===== config.mk =====
export PLATFORM = sky130hd
export DESIGN_NAME = sdt_csr_bank
export DESIGN_NICKNAME = d
export VERILOG_FILES = /design/src/rtl/sdt_csr_pkg.sv /design/src/rtl/sdt_csr_decode.sv /design/src/rtl/sdt_csr_irq_status.sv /design/src/rtl/sdt_csr_req_reg.sv /design/src/rtl/sdt_csr_readmux.sv /design/src/rtl/sdt_csr_bank.sv
export SDC_FILE = /design/constraint.sdc
export NUM_CORES = 1
export LEC_CHECK = 0
export ABC_AREA = 1
export BUFFER_PORTS_ARGS = -buffer_cell sky130_fd_sc_hd__buf_2
export CAP_MARGIN = 10
export CORE_MARGIN = 10
export CORE_UTILIZATION = 46
export CTS_BUF_LIST = sky130_fd_sc_hd__clkbuf_8
export DETAILED_ROUTE_END_ITERATION = 8
export PLACE_DENSITY_LB_ADDON = 0.1
export SLEW_MARGIN = 40
export SYNTH_ARGS = -nofsm -noshare
export SYNTH_HDL_FRONTEND = slang
export SYNTH_SLANG_ARGS = --single-unit

===== constraint.sdc =====
create_clock -name clk -period 4.2 [get_ports clk]
set_clock_uncertainty 0.2 [all_clocks]
set_input_delay 1.05 -clock clk [delete_from_list [all_inputs] [get_ports clk]]
set_output_delay 1.05 -clock clk [all_outputs]
set_load 0.05 [all_outputs]

===== src/rtl/sdt_csr_pkg.sv =====
// Shared constants and types for the transmitter control register bank.
// Assumes byte offsets on the register bus; offsets are fixed by software.
package sdt_csr_pkg;
    localparam int ADDR_W   = 8;
    localparam int DATA_W   = 32;
    localparam int N_LANES  = 8;
    localparam int STAT_W   = 4;
    localparam int EN_W     = 5;
    localparam int STICKY_B = 2;

    localparam logic [ADDR_W-1:0] OFS_STAT  = 8'h00;
    localparam logic [ADDR_W-1:0] OFS_EN    = 8'h04;
    localparam logic [ADDR_W-1:0] OFS_STOP  = 8'h08;
    localparam logic [ADDR_W-1:0] OFS_LPST  = 8'h0C;
    localparam logic [ADDR_W-1:0] OFS_SKEW  = 8'h10;
    localparam logic [ADDR_W-1:0] OFS_ENTRY = 8'h18;

    typedef struct packed {
        logic stat;
        logic en;
        logic stop;
        logic lpst;
        logic skew;
        logic entry;
    } csr_sel_t;
endpackage


===== src/rtl/sdt_csr_decode.sv =====
// Address decoder: turns a byte offset into a one-hot register select.
// Assumes exact offset match; any other offset selects nothing.
module sdt_csr_decode
    import sdt_csr_pkg::*;
(
    input  logic              clk,
    input  logic              rst_n,
    input  logic [ADDR_W-1:0] addr,
    output csr_sel_t          sel
);
    // Compare the offset against each mapped register.
    always_comb begin
        sel       = '0;
        sel.stat  = (addr == OFS_STAT);
        sel.en    = (addr == OFS_EN);
        sel.stop  = (addr == OFS_STOP);
        sel.lpst  = (addr == OFS_LPST);
        sel.skew  = (addr == OFS_SKEW);
        sel.entry = (addr == OFS_ENTRY);
    end

    // At most one register is ever addressed; reserved offsets select none.
    p_sel_onehot_r11: assert property (@(posedge clk) disable iff (!rst_n)
        $onehot0(sel));
endmodule


===== src/rtl/sdt_csr_irq_status.sv =====
// Interrupt status and enable: live status bits, one sticky event bit
// cleared by writing 1, an enable mask and the masked interrupt output.
// Assumes the event input is already synchronous to clk.
module sdt_csr_irq_status
    import sdt_csr_pkg::*;
#(
    parameter int MASK_W = EN_W
) (
    input  logic              clk,
    input  logic              rst_n,
    input  logic              wr_stat,
    input  logic              wr_en,
    input  logic [MASK_W-1:0] wdata,
    input  logic              fifo_full,
    input  logic              fifo_empty,
    input  logic              bad_dtype,
    input  logic              init_done,
    output logic [STAT_W-1:0] stat_o,
    output logic [MASK_W-1:0] en_o,
    output logic              irq_o
);
    logic sticky_q;
    logic clr_req;

    assign clr_req = wr_stat && wdata[STICKY_B];

    // Sticky event bit: a new event takes priority over a clear.
    always_ff @(posedge clk) begin
        if (!rst_n)         sticky_q <= 1'b0;
        else if (bad_dtype) sticky_q <= 1'b1;
        else if (clr_req)   sticky_q <= 1'b0;
    end

    // Enable mask register, all bits stored.
    always_ff @(posedge clk) begin
        if (!rst_n)     en_o <= '0;
        else if (wr_en) en_o <= wdata;
    end

    // Assemble the visible status word from live inputs and the sticky bit.
    always_comb begin
        stat_o    = {init_done, sticky_q, fifo_empty, fifo_full};
    end

    // Interrupt: any status bit whose enable is set.
    always_comb begin
        irq_o = |(stat_o & en_o[STAT_W-1:0]);
    end

    p_set_wins_r4: assert property (@(posedge clk) disable iff (!rst_n)
        bad_dtype |=> stat_o[STICKY_B]);
    p_clear_r3: assert property (@(posedge clk) disable iff (!rst_n)
        (clr_req && !bad_dtype) |=> !stat_o[STICKY_B]);
    p_hold_r3: assert property (@(posedge clk) disable iff (!rst_n)
        (!clr_req && !bad_dtype) |=> $stable(stat_o[STICKY_B]));
    p_no_irq_unmasked_r6: assert property (@(posedge clk) disable iff (!rst_n)
        (en_o[STAT_W-1:0] == '0) |-> !irq_o);
endmodule


===== src/rtl/sdt_csr_req_reg.sv =====
// Request register: a software-written bit vector driven straight to the PHY.
// One flop per lane; each bit only changes on a write to this register.
module sdt_csr_req_reg #(
    parameter int W = 8
) (
    input  logic         clk,
    input  logic         rst_n,
    input  logic         wr,
    input  logic [W-1:0] wdata,
    output logic [W-1:0] req_o
);
    for (genvar i = 0; i < W; i++) begin : g_lane
        // Per-lane request flop, loaded on a write.
        always_ff @(posedge clk) begin
            if (!rst_n)  req_o[i] <= 1'b0;
            else if (wr) req_o[i] <= wdata[i];
        end
    end

    p_follow_r9_r10: assert property (@(posedge clk) disable iff (!rst_n)
        wr |=> (req_o == $past(wdata)));
    p_hold_r9_r10: assert property (@(posedge clk) disable iff (!rst_n)
        !wr |=> $stable(req_o));
endmodule


===== src/rtl/sdt_csr_readmux.sv =====
// Read multiplexer: zero-extends the selected register onto the read bus.
// Returns zero when no register is selected.
module sdt_csr_readmux
    import sdt_csr_pkg::*;
#(
    parameter int LANES = N_LANES,
    parameter int MASK_W = EN_W
) (
    input  csr_sel_t            sel,
    input  logic [STAT_W-1:0]   stat,
    input  logic [MASK_W-1:0]   en,
    input  logic [LANES-1:0]    stop,
    input  logic [LANES:0]      lpst,
    input  logic [LANES-1:0]    skew,
    input  logic [LANES:0]      entry,
    output logic [DATA_W-1:0]   rdata
);
    // OR together the gated, zero-extended registers.
    always_comb begin
        rdata = '0;
        if (sel.stat)  rdata = rdata | DATA_W'(stat);
        if (sel.en)    rdata = rdata | DATA_W'(en);
        if (sel.stop)  rdata = rdata | DATA_W'(stop);
        if (sel.lpst)  rdata = rdata | DATA_W'(lpst);
        if (sel.skew)  rdata = rdata | DATA_W'(skew);
        if (sel.entry) rdata = rdata | DATA_W'(entry);
    end
endmodule


===== src/rtl/sdt_csr_bank.sv =====
// Top of the transmitter control register bank: decoder, status/interrupt
// unit, skew and low-power entry request registers, and the read mux.
// Assumes all inputs are synchronous to clk; reads are combinational.
module sdt_csr_bank
    import sdt_csr_pkg::*;
#(
    parameter int LANES = N_LANES
) (
    input  logic              clk,
    input  logic              rst_n,
    input  logic [ADDR_W-1:0] bus_addr,
    input  logic              bus_wr,
    input  logic [DATA_W-1:0] bus_wdata,
    output logic [DATA_W-1:0] bus_rdata,
    input  logic              fifo_full_i,
    input  logic              fifo_empty_i,
    input  logic              bad_dtype_i,
    input  logic              init_done_i,
    input  logic [LANES-1:0]  lane_stop_i,
    input  logic [LANES:0]    lane_lp_n_i,
    output logic [LANES-1:0]  skew_req_o,
    output logic [LANES:0]    lp_entry_o,
    output logic              irq_o
);
    localparam int ENTRY_W = LANES + 1;
    localparam int USED_W  = (ENTRY_W > EN_W) ? ENTRY_W : EN_W;

    csr_sel_t            sel;
    logic [STAT_W-1:0]   stat;
    logic [EN_W-1:0]     en;
    logic                wdata_unused;

    assign wdata_unused = ^bus_wdata[DATA_W-1:USED_W];

    sdt_csr_decode u_dec (
        .clk   (clk),
        .rst_n (rst_n),
        .addr  (bus_addr),
        .sel   (sel)
    );

    sdt_csr_irq_status #(.MASK_W(EN_W)) u_irq (
        .clk        (clk),
        .rst_n      (rst_n),
        .wr_stat    (bus_wr && sel.stat),
        .wr_en      (bus_wr && sel.en),
        .wdata      (bus_wdata[EN_W-1:0]),
        .fifo_full  (fifo_full_i),
        .fifo_empty (fifo_empty_i),
        .bad_dtype  (bad_dtype_i),
        .init_done  (init_done_i),
        .stat_o     (stat),
        .en_o       (en),
        .irq_o      (irq_o)
    );

    sdt_csr_req_reg #(.W(LANES)) u_skew (
        .clk   (clk),
        .rst_n (rst_n),
        .wr    (bus_wr && sel.skew),
        .wdata (bus_wdata[LANES-1:0]),
        .req_o (skew_req_o)
    );

    sdt_csr_req_reg #(.W(ENTRY_W)) u_entry (
        .clk   (clk),
        .rst_n (rst_n),
        .wr    (bus_wr && sel.entry),
        .wdata (bus_wdata[ENTRY_W-1:0]),
        .req_o (lp_entry_o)
    );

    sdt_csr_readmux #(.LANES(LANES), .MASK_W(EN_W)) u_rmux (
        .sel   (sel),
        .stat  (stat),
        .en    (en),
        .stop  (lane_stop_i),
        .lpst  (lane_lp_n_i),
        .skew  (skew_req_o),
        .entry (lp_entry_o),
        .rdata (bus_rdata)
    );

    // Read-only and reserved offsets never disturb the request outputs.
    p_ro_no_effect_r12: assert property (@(posedge clk) disable iff (!rst_n)
        (bus_wr && !sel.skew && !sel.entry) |=>
            ($stable(skew_req_o) && $stable(lp_entry_o)));
endmodule


==> impl_metrics.env <==
export IMPL_status="complete, no violations"
export IMPL_grtUsageTotal=0.156
export IMPL_post_cts_buffers=0
export IMPL_grt_max_degree=24
export IMPL_hpwl_um=3920
export IMPL_insertion_delay_ns=0.27
export IMPL_drt_iter0_drc=75
export IMPL_crit_slowest_cell="inv_1"
export IMPL_grt_overflow_total=0
export IMPL_r2r_end="u_entry.req_o[1]"
export IMPL_firstDrtPassIters=4
export IMPL_start_util=0.490
export IMPL_antenna_left=0
export IMPL_synthCells=284
export IMPL_cts_root_buf="clkbuf_8"
export IMPL_core_area_mm2=0.00342
export IMPL_reg2reg_slack_ns=3.32
export IMPL_path_max_fanout=13
export IMPL_cts_sinks=23
export IMPL_hold_viol=0
export IMPL_crit_top_cell="nand2_1"
export IMPL_p_int_mw=0.307
export IMPL_hold_slack_ns=0.297
export IMPL_pwr_share_seq=0.475
export IMPL_rows=21
export IMPL_routed_wl_um=4950
export IMPL_nets=412
export IMPL_cts_hold_buffers_added=0
export IMPL_syn_area_mm2=0.00167
export IMPL_crit_buf_inv=5
export IMPL_cts_htree_levels=1
export IMPL_worst_endpoint_required_ns=2.95
export IMPL_place_worst_setup_slack_ns=0.553
export IMPL_p_leak_nw=1.18
export IMPL_place_congestion=0.805
export IMPL_grt_pass1_vias=1740
export IMPL_antenna_found_initial=0
export IMPL_cts_tree="done"
export IMPL_worst_path_largest_cell_delay_ns=0.29
export IMPL_startpoint_type="primary input"
export IMPL_critical_path_arrival_ns=2.38
export IMPL_min_delay_worst_endpoint="u_irq.en_o[4]"
export IMPL_clk_pin_slew_ns=0.08
export IMPL_drc_errors=0
export IMPL_power_density_mw_per_mm2=230
export IMPL_yosysUniqueCellTypes=20
export IMPL_numCtsBuffers=3
export IMPL_rsz0062_at_grt="no"
export IMPL_vias_per_cell=4.55
export IMPL_grt_pass1_wl_um=8300
export IMPL_criticalPathCategory="in2out"
export IMPL_path_cells="buf_2 -> nor2_1 -> nand2_1 -> inv_1 -> buf_12 -> nand3_1 -> nand2_1 -> inv_1 -> nand2_1 -> buf_2"
export IMPL_hold_class="reg2reg"
export IMPL_reg2reg_depth=4
export IMPL_fin_crit_ns=3.63
export IMPL_drive_above_1_share=0.245
export IMPL_drv_slew=0
export IMPL_tns_ns=0
export IMPL_vdd_drop_max_mv=0.201
export IMPL_p_sw_frac=0.336
export IMPL_synth_warning_count=0
export IMPL_diodes=0
export IMPL_fmax_mhz=275
export IMPL_synth_area_per_cell_um2=5.89
export IMPL_syn2layout_area_growth_pct=20.0
export IMPL_hold_depth=2
export IMPL_clock_path_buffers=2
export IMPL_timing_rr_start="u_entry.req_o[1]"
export IMPL_fp_dieH_um=80.3
export IMPL_via_count=1788
export IMPL_post_route_period_util=0.865
export IMPL_drv_cap=0
export IMPL_ys_seq_elements=23
export IMPL_worstHoldStart="u_irq.en_o[4]"
export IMPL_die_area_mm2=0.00645
export IMPL_combPwrFrac=0.220
export IMPL_p_clk_frac=0.305
export IMPL_wl_per_cell_um=12.6
export IMPL_cts_resized=0
export IMPL_ys_seq_area_frac=0.275
export IMPL_setup_ws_ns=0.566
export IMPL_crit_family="buffers and inverters"
export IMPL_portBuffers=67
export IMPL_die_width_um=80.3
export IMPL_setup_violations=0
export IMPL_switchingPower_mw=0.155
export IMPL_crit_path_end_kind="output pin"
export IMPL_io_pins=114
==> metrics by stage <==
stage | utilization | area (um2) | power (mW) | instances
floorplan | - | 1760 | 0.314 | 306
global placement | 0.574 | 1960 | 0.325 | 389
detailed placement | 0.574 | 1960 | 0.326 | 389
CTS | 0.588 | 2010 | 0.465 | 393
global route | 0.588 | 2010 | 0.482 | 393
finish | 0.588 | 2010 | 0.462 | 393
==> synthesized netlist by cell type, drive strengths merged <==
cell type | n | area share
a21boi | 1 | 0.0045
a21oi | 5 | 0.015
buf | 31 | 0.13
clkbuf | 3 | 0.0067
conb | 1 | 0.0022
dfxtp | 23 | 0.28
inv | 36 | 0.081
nand2 | 74 | 0.17
nand3 | 46 | 0.15
nand4 | 5 | 0.019
nor2 | 56 | 0.14
o21ai | 3 | 0.0090
==> worst max path at each step <==
| stage | from | to | slack [ns] | depth (start not counted) |
|---|---|---|---|---|
| 2_1_floorplan | bus_addr[5] | bus_rdata[8] | 0.42 | 5 |
| 3_3_place_gp | bus_addr[7] | bus_rdata[0] | 0.56 | 10 |
| 3_5_place_dp | bus_addr[7] | bus_rdata[0] | 0.55 | 10 |
| 4_1_cts | bus_addr[7] | bus_rdata[0] | 0.54 | 10 |
| 5_1_grt | bus_addr[7] | bus_rdata[0] | 0.41 | 10 |
| 6_report | bus_addr[7] | bus_rdata[1] | 0.57 | 10 |
==> registers in the layout (all words and copies together), names as in the netlist <==
name / flops
u_skew.req_o: 8
u_entry.req_o: 9
u_irq.en_o: 5
u_irq.sticky_q: 1
==> kinds of logic after synthesis <==
| family | count (synthesis) | synth area share |
|---|---|---|
| compound gates | 9 | 0.0284 |
| buf+inv | 70 | 0.218 |
| flops | 23 | 0.275 |
| other cells | 1 | 0.00224 |
| simple gates | 181 | 0.476 |
==> layout by cell type (no fill, tap or decap) <==
cell,count
conb_1,23
o21ai_0,3
nand4_1,5
dfxtp_1,23
nor2_2,2
nand2_1,72
a21boi_0,1
inv_1,33
nor2_8,1
nor2_1,52
nand3_1,45
nand3_4,1
clkbuf_8,3
buf_12,1
inv_2,3
buf_4,3
nor2_4,1
clkinv_2,1
nand2_2,2
a21oi_1,5
buf_2,67
==> final cells by class <==
class                      count  area [um2]
clock buffer                   3        41.3
clock inverter                 1        5.00
fill                         363        1410
inverter                      36         135
multi-input combinational    213         930
sequential                    23         460
tap                           46        57.6
timing repair buffer          71         378
==> power groups by stage <==
stage	logic, mW	registers, mW	clock network [mW]
2_1_floorplan	0.0877	0.226	0
3_3_place_gp	0.100	0.225	0
3_5_place_dp	0.101	0.225	0
4_1_cts	0.101	0.220	0.145
5_1_grt	0.110	0.220	0.151
6_report	0.102	0.220	0.141
==> metal layers <==
metal  track usage  vias to the layer above  routed length (um)
li1              -                      957                   -
met3        0.0468                        4                 507
met1         0.191                      763                2160
met5             0                        -                   0
met4        0.0423                        0                  44
met2         0.258                       64                2240
==> tightest hold or removal path: stages, from the launching register on <==
cell     delay [ns]
dfxtp_1        0.34
a21oi_1        0.04
nor2_1         0.08
(Power assumes the default switching activity.)
